File: src/rtl/gpt_pkg.sv
// Package: register offsets, status bit positions and control bit positions
// shared by the timer modules. Offsets are word addresses on a 4-bit bus.
package gpt_pkg;
    localparam int ADDR_W = 4;

    localparam logic [ADDR_W-1:0] OFS_ID    = 4'd0;
    localparam logic [ADDR_W-1:0] OFS_STAT  = 4'd6;
    localparam logic [ADDR_W-1:0] OFS_IEN   = 4'd7;
    localparam logic [ADDR_W-1:0] OFS_CTRL  = 4'd8;
    localparam logic [ADDR_W-1:0] OFS_CNT   = 4'd9;
    localparam logic [ADDR_W-1:0] OFS_LOAD  = 4'd10;
    localparam logic [ADDR_W-1:0] OFS_MATCH = 4'd13;
    localparam logic [ADDR_W-1:0] OFS_CAP   = 4'd14;

    localparam int N_EV     = 3;
    localparam int EV_MATCH = 0;
    localparam int EV_OVF   = 1;
    localparam int EV_CAP   = 2;

    localparam int CTRL_RUN = 0;
    localparam int CTRL_MEN = 6;

    typedef logic [N_EV-1:0] ev_t;
endpackage

File: src/rtl/gpt_counter.sv
// Module: gpt_counter
// Free-running up-counter with software load, wrap-to-load on overflow and
// an increment-time compare against a match value.
// Assumes: cnt_we and run are synchronous to clk; a write beats an increment
// and raises no event.
module gpt_counter #(
    parameter int W = 32
) (
    input  logic         clk,
    input  logic         rst_n,
    input  logic         run,
    input  logic         men,
    input  logic         cnt_we,
    input  logic [W-1:0] cnt_wdata,
    input  logic [W-1:0] load_val,
    input  logic [W-1:0] match_val,
    output logic [W-1:0] cnt_o,
    output logic         ovf_evt,
    output logic         match_evt
);
    logic [W-1:0] cnt_q;
    logic [W-1:0] cnt_inc;
    logic         at_top;

    assign at_top  = &cnt_q;
    assign cnt_inc = at_top ? load_val : cnt_q + W'(1);

    // Counter register: software load first, then increment when running.
    always_ff @(posedge clk) begin
        if (!rst_n) begin
            cnt_q <= '0;
        end else if (cnt_we) begin
            cnt_q <= cnt_wdata;
        end else if (run) begin
            cnt_q <= cnt_inc;
        end
    end

    assign ovf_evt   = run && !cnt_we && at_top;
    assign match_evt = run && men && !cnt_we && (cnt_inc == match_val);
    assign cnt_o     = cnt_q;

    assert_hold_R3: assert property (@(posedge clk) disable iff (!rst_n)
        (!run && !cnt_we) |=> $stable(cnt_q));
    assert_step_R3: assert property (@(posedge clk) disable iff (!rst_n)
        (run && !cnt_we && !at_top) |=> (cnt_q == $past(cnt_q) + W'(1)));
    assert_wrap_R4: assert property (@(posedge clk) disable iff (!rst_n)
        ovf_evt |=> (cnt_q == $past(load_val)));
    assert_match_R5: assert property (@(posedge clk) disable iff (!rst_n)
        match_evt |=> (cnt_q == $past(match_val)));
endmodule

File: src/rtl/gpt_capture.sv
// Module: gpt_capture
// Synchronises the asynchronous capture pin, detects its rising edge and
// stores a counter snapshot on each edge.
// Assumes: SYNC >= 2; cap_in may change at any time.
module gpt_capture #(
    parameter int W    = 32,
    parameter int SYNC = 2
) (
    input  logic         clk,
    input  logic         rst_n,
    input  logic         cap_in,
    input  logic [W-1:0] cnt,
    output logic [W-1:0] cap_val,
    output logic         cap_evt
);
    logic [SYNC-1:0] sync_q;
    logic            prev_q;
    logic [W-1:0]    cap_q;

    // Synchroniser chain and delayed copy for edge detection.
    always_ff @(posedge clk) begin
        if (!rst_n) begin
            sync_q <= '0;
            prev_q <= 1'b0;
        end else begin
            sync_q <= {sync_q[SYNC-2:0], cap_in};
            prev_q <= sync_q[SYNC-1];
        end
    end

    assign cap_evt = sync_q[SYNC-1] && !prev_q;

    // Snapshot register, written only on a detected rising edge.
    always_ff @(posedge clk) begin
        if (!rst_n) begin
            cap_q <= '0;
        end else if (cap_evt) begin
            cap_q <= cnt;
        end
    end

    assign cap_val = cap_q;

    assert_snap_R6: assert property (@(posedge clk) disable iff (!rst_n)
        cap_evt |=> (cap_val == $past(cnt)));
    assert_pulse_R6: assert property (@(posedge clk) disable iff (!rst_n)
        cap_evt |=> !cap_evt);
endmodule

File: src/rtl/gpt_status.sv
// Module: gpt_status
// Sticky event flags with write-one-to-clear and an enable-gated interrupt.
// Assumes: evt bits are single-cycle or level events; an event wins over a
// clear of the same bit in the same cycle.
module gpt_status #(
    parameter int N = 3
) (
    input  logic         clk,
    input  logic         rst_n,
    input  logic [N-1:0] evt,
    input  logic         clr_we,
    input  logic [N-1:0] clr_mask,
    input  logic [N-1:0] ien,
    output logic [N-1:0] status,
    output logic         irq
);
    logic [N-1:0] st_q;

    for (genvar i = 0; i < N; i++) begin : g_bit
        // One flag: set by its event, cleared by a one written to its bit.
        always_ff @(posedge clk) begin
            if (!rst_n) begin
                st_q[i] <= 1'b0;
            end else if (evt[i]) begin
                st_q[i] <= 1'b1;
            end else if (clr_we && clr_mask[i]) begin
                st_q[i] <= 1'b0;
            end
        end
    end

    assign status = st_q;
    assign irq    = |(st_q & ien);

    assert_sticky_R8: assert property (@(posedge clk) disable iff (!rst_n)
        (evt != '0) |=> ((status & $past(evt)) == $past(evt)));
    assert_w1c_R7: assert property (@(posedge clk) disable iff (!rst_n)
        (clr_we && evt == '0) |=> (status == ($past(status) & ~$past(clr_mask))));
    assert_keep_R7: assert property (@(posedge clk) disable iff (!rst_n)
        (!clr_we && evt == '0) |=> $stable(status));
endmodule

File: src/rtl/gp_timer.sv
// Module: gp_timer (top)
// Register-mapped timer: holds the control, enable, load and match registers,
// decodes bus writes, muxes reads and connects counter, capture and status.
// Assumes: one register access per cycle; reads are combinational.
module gp_timer
    import gpt_pkg::*;
#(
    parameter int CNT_W       = 32,
    parameter int REV_MAJOR   = 1,
    parameter int REV_MINOR   = 0,
    parameter int SYNC_STAGES = 2
) (
    input  logic              clk,
    input  logic              rst_n,
    input  logic [ADDR_W-1:0] reg_addr,
    input  logic              reg_we,
    input  logic [CNT_W-1:0]  reg_wdata,
    output logic [CNT_W-1:0]  reg_rdata,
    input  logic              cap_in,
    output logic              irq
);
    localparam logic [7:0] REV_BYTE = 8'(((REV_MAJOR % 16) * 16) + (REV_MINOR % 16));

    logic             run_q, men_q;
    ev_t              ien_q;
    logic [CNT_W-1:0] load_q, match_q;
    logic [CNT_W-1:0] cnt, cap_val;
    logic             ovf_evt, match_evt, cap_evt;
    ev_t              evt, status;
    logic             wr_stat, wr_cnt;

    assign wr_stat = reg_we && (reg_addr == OFS_STAT);
    assign wr_cnt  = reg_we && (reg_addr == OFS_CNT);

    // Software-written configuration registers.
    always_ff @(posedge clk) begin
        if (!rst_n) begin
            run_q   <= 1'b0;
            men_q   <= 1'b0;
            ien_q   <= '0;
            load_q  <= '0;
            match_q <= '0;
        end else if (reg_we) begin
            case (reg_addr)
                OFS_CTRL: begin
                    run_q <= reg_wdata[CTRL_RUN];
                    men_q <= reg_wdata[CTRL_MEN];
                end
                OFS_IEN:   ien_q   <= reg_wdata[N_EV-1:0];
                OFS_LOAD:  load_q  <= reg_wdata;
                OFS_MATCH: match_q <= reg_wdata;
                default: ;
            endcase
        end
    end

    gpt_counter #(.W(CNT_W)) u_cnt (
        .clk       (clk),
        .rst_n     (rst_n),
        .run       (run_q),
        .men       (men_q),
        .cnt_we    (wr_cnt),
        .cnt_wdata (reg_wdata),
        .load_val  (load_q),
        .match_val (match_q),
        .cnt_o     (cnt),
        .ovf_evt   (ovf_evt),
        .match_evt (match_evt)
    );

    gpt_capture #(.W(CNT_W), .SYNC(SYNC_STAGES)) u_cap (
        .clk     (clk),
        .rst_n   (rst_n),
        .cap_in  (cap_in),
        .cnt     (cnt),
        .cap_val (cap_val),
        .cap_evt (cap_evt)
    );

    // Event vector in status bit order.
    always_comb begin
        evt           = '0;
        evt[EV_MATCH] = match_evt;
        evt[EV_OVF]   = ovf_evt;
        evt[EV_CAP]   = cap_evt;
    end

    gpt_status #(.N(N_EV)) u_stat (
        .clk      (clk),
        .rst_n    (rst_n),
        .evt      (evt),
        .clr_we   (wr_stat),
        .clr_mask (reg_wdata[N_EV-1:0]),
        .ien      (ien_q),
        .status   (status),
        .irq      (irq)
    );

    // Read multiplexer; unmapped offsets return zero.
    always_comb begin
        reg_rdata = '0;
        case (reg_addr)
            OFS_ID:    reg_rdata[7:0]      = REV_BYTE;
            OFS_STAT:  reg_rdata[N_EV-1:0] = status;
            OFS_IEN:   reg_rdata[N_EV-1:0] = ien_q;
            OFS_CTRL: begin
                reg_rdata[CTRL_RUN] = run_q;
                reg_rdata[CTRL_MEN] = men_q;
            end
            OFS_CNT:   reg_rdata = cnt;
            OFS_LOAD:  reg_rdata = load_q;
            OFS_MATCH: reg_rdata = match_q;
            OFS_CAP:   reg_rdata = cap_val;
            default: ;
        endcase
    end

    assert_irq_src_R9: assert property (@(posedge clk) disable iff (!rst_n)
        irq |-> (status != '0));
endmodule

File: config.mk
export PLATFORM = sky130hd
export DESIGN_NAME = gp_timer
export DESIGN_NICKNAME = d
export VERILOG_FILES = /design/src/rtl/gpt_pkg.sv /design/src/rtl/gpt_counter.sv /design/src/rtl/gpt_capture.sv /design/src/rtl/gpt_status.sv /design/src/rtl/gp_timer.sv
export SDC_FILE = /design/constraint.sdc
export NUM_CORES = 1
export LEC_CHECK = 0
export BUFFER_PORTS_ARGS = -buffer_cell sky130_fd_sc_hd__buf_2
export CORE_ASPECT_RATIO = 0.9
export CORE_MARGIN = 5
export CORE_UTILIZATION = 61
export DETAILED_ROUTE_END_ITERATION = 7
export PLACE_DENSITY_LB_ADDON = 0.15
export SLEW_MARGIN = 15
export SYNTH_ARGS = -nofsm -noshare
export SYNTH_HDL_FRONTEND = slang
export SYNTH_HIERARCHICAL = 1
export SYNTH_SLANG_ARGS = --single-unit
File: constraint.sdc
create_clock -name clk -period 4.2 [get_ports clk]
set_input_delay 0.42 -clock clk [delete_from_list [all_inputs] [get_ports clk]]
set_output_delay 0.42 -clock clk [all_outputs]
set_load 0.005 [all_outputs]
After elaboration in Yosys (flattened, before gate mapping)
Index checks and enable logic that the tools add are counted.
{ "op_classes": {"add_sub_neg": 1, "n_eq_ne": 8, "mux": 15, "bitwise_logic": 1, "reduce_logical": 24} }
{ "ops": {"columns": ["op", "n"], "rows": [
  ["$mux 32", 3],
  ["$pmux 24 s4", 1],
  ["$add 32x1->32 const B", 1],
  ["$eq 32x32->1", 1],
  ["$reduce_and 32->1", 1],
  ["$eq 4x4->1 const B", 5],
  ["$pmux 3 s5", 1],
  ["$pmux 2 s6", 1],
  ["$logic_and 1x1->1", 11],
  ["$eq 4x3->1 const B", 2],
  ["$reduce_and 2->1", 4],
  ["$reduce_bool 2->1", 4],
  ["$pmux 1 s7", 1],
  ["$mux 1", 6],
  ["$pmux 1 s5", 1],
  ["$logic_not 4->1", 1],
  ["$pmux 1 s4", 1],
  ["$and 3x3->3", 1],
  ["$reduce_or 3->1", 1],
  ["$logic_not 1->1", 2]
]} }
{ "totals": {"reg_bits": 139, "output_inout_bits": 33} }

Depth between registers and ports, before layout
{ "depth": {"ltp_word": 6, "ltp_mapped": 14} }

Cells and area by module
The synthesis kept the hierarchy.
{ "by_module_without_submodules": {"columns": ["mod", "instances", "cells_each", "area_each_um2", "seq_area_each_um2"], "rows": [
  ["gp_timer", 1, 465, 3646.0, 1381.3],
  ["gpt_counter", 1, 504, 3479.6, 640.6],
  ["gpt_capture", 1, 146, 1407.6, 700.7],
  ["gpt_status", 1, 14, 118.9, 60.1]
]} }

Least setup slack after synthesis
No wires, ideal clock.
{ "synth_path": {"path_type": "flip-flop to flip-flop", "start": "register u_cnt.cnt_q[0], in the netlist u_cnt/cnt_o[0]", "end": "register u_stat.st_q[0], in the netlist u_stat/status[0]", "setup_time_ns": 0.074, "arrival_time_ns": 3.136, "t_required_ns": 4.126, "setup_slack_ns": 0.989, "stages_incl_launch_ff": 14, "path_buffers": 2, "cell_sequence": "dfxtp_1 -> ha_1 -> buf_2 -> and3_1 -> clkbuf_1 -> nand3_1 -> or4_4 -> and3_1 -> or3_1 -> a211oi_2 -> nand4_1 -> nor4_2 -> o21ai_0 -> a31oi_1"} }
{ "synth_via": {"elab_chain_cells": 5} }
{ "synth_lines": {"columns": ["element", "line_no", "text"], "rows": [
  ["start: declaration", "gpt_counter.sv:21", "logic [W-1:0] cnt_q;"],
  ["start signal: assignment", "gpt_counter.sv:33", "cnt_q <= cnt_wdata;"],
  ["start signal: assignment", "gpt_counter.sv:35", "cnt_q <= cnt_inc;"],
  ["$add 32x1->32 or $reduce_and 32->1 (tied branches)", "gpt_counter.sv:26, gpt_counter.sv:25", null],
  ["$mux 32 (*)", "gpt_counter.sv:26", "assign cnt_inc = at_top ? load_val : cnt_q + W'(1);"],
  ["$eq 32x32->1 (*)", "gpt_counter.sv:40", "assign match_evt = run && men && !cnt_we && (cnt_inc == match_val);"],
  ["$logic_and 1x1->1 (*)", "gpt_counter.sv:40", null],
  ["named net match_evt", "gp_timer.sv:28", "logic ovf_evt, match_evt, cap_evt;"],
  ["$mux 1 or $reduce_bool 2->1 (tied branches)", null, null],
  ["end signal: indexed assignment", "gpt_status.sv:23", "st_q[i] <= 1'b0;"],
  ["end signal: indexed assignment", "gpt_status.sv:25", "st_q[i] <= 1'b1;"],
  ["end signal: indexed assignment", "gpt_status.sv:27", "st_q[i] <= 1'b0;"],
  ["end: declaration", "gpt_status.sv:17", "logic [N-1:0] st_q;"]
]} }
Mark *: on every way through the listed nets, which the timed path passes. The rest lies on a longest branch.
A chain may end at the register's enable or synchronous reset.

Worst setup path in the final report
Same ends and word-level chain as after synthesis.

==> out/summary.txt <==
mean post-synth cell area: 7.66 µm²
Setup-failing EPs final: 0
number of post-CTS setup repair buffers: 0
residual antenna-violating net count after detailed routing: 0
maximum fanout count along the critical path: 13
warnings from Yosys: 6
cells along the critical path: ha_1, and3_1, nand3_1, or4_4, and3_1, or3_1, a211oi_2, nand4_1, nor4_2, o21ai_0, a31oi_1
ratio of cells with drive above 1 in the final layout: 0.139
worst clock skew: 11.3 ps
final setup margin: 530 ps
endpoint type of the worst setup path: flop
number of cells after detailed placement: 1,309
DRC Markers: 0
delay contributed by the slowest stage of the critical path: 620 ps
Avg Vias per Cell: 6.79
clk sinks: 139
root cell of the clock tree: sky130_fd_sc_hd__clkbuf_16
prevailing post-synth register cell: sky130_fd_sc_hd__dfxtp_1
DIE AREA: 16,700 µm²
CTS Buffer Depth: 2
actual transition at the worst max-transition pin: 966 ps
data required time of the worst path: 4570 ps
via count of the first global-routing pass: 8,355
HPWL after detailed placement: 19,600 µm
Die X-Extent: 136 µm
Iter 0 DRT Violations: 1,353
Initial DRT Pass Iterations: 6
Initial Util: 0.620
VDD IR max: 0.329 mV
Synth area leader: sky130_fd_sc_hd__dfxtp_1
cell occurring most often along the worst timing path: sky130_fd_sc_hd__and3_1
global-route wire length before repair: 47,700 µm
number of enable flip-flop cells after synthesis: 0
RSZ-0062 raised after global routing: false
Pwr Density: 331 nW/µm²
top cells by area in the synthesized netlist: sky130_fd_sc_hd__dfxtp_1 32%, sky130_fd_sc_hd__o21ai_0 7.4%, sky130_fd_sc_hd__a21oi_1 6.6%
reg-to-reg startpoint: u_cnt/cnt_o[0]$_SDFFE_PN0P_
CTS HTree Levels: 4
area added between synthesis and finish: 9.70%
Syn Nets: 1,170
area of the placeable core: 14,000 µm²
number of cells upsized or downsized after cts: 0
# rows: 41
total cell area at the placement stage: 8890 µm²
routability cong.: 0.995
Net count, final: 1,176
Setup Total Neg Slack: 0 ps
category of the most critical setup path: reg -> reg
CTS tree: built
Layout fillers: 1,183
design area: 9490 µm²
master of the slowest instance on the critical path: sky130_fd_sc_hd__or4_4
post-synth design cell area: 8650 µm²
clock insertion delay at the later pin of the skew report: 440 ps
post-synthesis cell type count: 71
max frequency: 272 MHz
Tmin final: 3670 ps
leakage power figure: 3.13 nW
clock buffer count from CTS: 17
Vert. Die Dim: 123 µm
worst max-slew margin expressed relative to the limit: 0.355
worst setup path startpoint: u_cnt/cnt_o[0]$_SDFFE_PN0P_
post-route insts no fill: 1,341
crit share post-route: 0.874
Max Slew Vio Count: 0
Final Core Density: 0.680
endpoint arrival time on the critical path: 4040 ps
sequential share of the synthesized area: 0.322
worst setup slack before clock tree synthesis: 604 ps
Worst Hold Slack: 199 ps
post-CTS clock slew at the launch and capture registers of the worst setup and hold paths: 70 ps
# port buffers: 72
kind of launch point of the worst setup path: flop
worst min-delay path category: in -> reg
Mapped Cells: 1,129
Final Hold Viols: 0
pin count of the biggest net entering global routing: 70
global-route usage over all layers: 0.367
sum of overflow across all layers after global routing: 0
number of buffers inserted for hold repair after clock tree synthesis: 0
#FFs+latches synth: 139
maxcap violations: 0
via count of the routed design: 9,103
outcome: complete, no violations
area fraction of the dominant cell type after synthesis: 0.322
initial antenna violation count: 0
FFs w/ async S/R, synth: 0
total chip power: 3.14 mW
I/O pin count: 73
WL per Instance: 22.9 µm
total wire length: 30,700 µm
launch point of the worst hold path: cap_in
ANT cells: 0
==> cells in the mapped netlist (all sizes together) (7+ instances only) <==
master / instances
dfxtp: 139
o21ai: 132
nand2: 124
a21oi: 114
nand3: 91
buf: 57
clkbuf: 57
a22oi: 55
mux2i: 42
nand4: 28
xnor2: 28
nor3: 21
nor2: 20
inv: 19
and2: 17
a31oi: 16
nor4: 16
a211oi: 15
nor2b: 14
xor2: 12
or4: 10
and4: 7
mux2: 7
==> area by class of cell <==
type,instances,area [µm²],share of cell area
flip-flops and latches,139,2780,0.293
well taps,193,241,0.0254
multi-input cells,855,5200,0.548
clock buffers,19,453,0.0477
inverters,21,78.8,0.00830
repair buffers,101,591,0.0622
clock inverters,13,141,0.0149
==> state kept, by name, summed over array words and instances, names as in the netlist <==
name,count
run_q,1
match_q,32
u_cap/prev_q,1
u_cnt/cnt_o,32
load_q,32
men_q,1
u_cap/cap_val,32
u_cap/sync_q,2
ien_q,3
u_stat/status,3
==> kinds of logic after synthesis <==
group / Yosys count / synth area share
xor+xnor: 40 / 0.0405
fa+ha+maj: 1 / 0.00145
compound gates: 385 / 0.267
buf+inv: 135 / 0.0797
simple gates: 380 / 0.233
mux: 49 / 0.0577
flops: 139 / 0.322
==> critical path, delay by kind of cell (launching register included) <==
family	cells	cell delay, ps
compound gates	3	520
fa+ha+maj	1	380
flops	1	490
simple gates	7	2190
==> cells in the final DEF, fill, tap and decap left out, drive strengths merged, types with 4 or more instances in the layout <==
cell type,count
o221ai,4
and3b,4
o31ai,6
and2,17
a21oi,114
nor3,21
nand2,124
or4,10
nand3,91
nand3b,5
clkinv,7
o21ai,132
o211a,4
mux2i,42
buf,101
and3,6
nor2,20
nor2b,14
nand2b,4
nor4,16
a31oi,16
inv,22
xnor2,28
nand4,28
xor2,12
mux2,7
o22ai,5
dfxtp,139
a211oi,15
and4,7
a22oi,55
clkbuf,19
==> layer usage <==
| layer | vias to the layer above | part of all wire | track usage |
|---|---|---|---|
| met4 | 0 | 0.034 | 0.151 |
| met1 | 4282 | 0.42 | 0.503 |
| li1 | 4172 | - | - |
| met5 | - | 0 | 0 |
| met3 | 102 | 0.10 | 0.0781 |
| met2 | 547 | 0.44 | 0.567 |
==> path summary, 6_finish.rpt <==
path | end | slack, ps | cells past startpoint
max | u_stat/status[0]$_SDFFE_PN0P_ | 530 | 11
min | u_cap/sync_q[0]$_SDFF_PN0_ | 200 | 2
max reg2reg | u_stat/status[0]$_SDFFE_PN0P_ | 530 | 11
min reg2reg | u_cap/sync_q[1]$_SDFF_PN0_ | 440 | 1
==> power breakdown <==
| part | switching, mW | total (mW) | internal, mW |
|---|---|---|---|
| clock network | 0.627 | 1.53 | 0.907 |
| logic | 0.176 | 0.250 | 0.0731 |
| registers | 0.0251 | 1.36 | 1.33 |
Note: power is estimated with default switching activity, not from simulation.
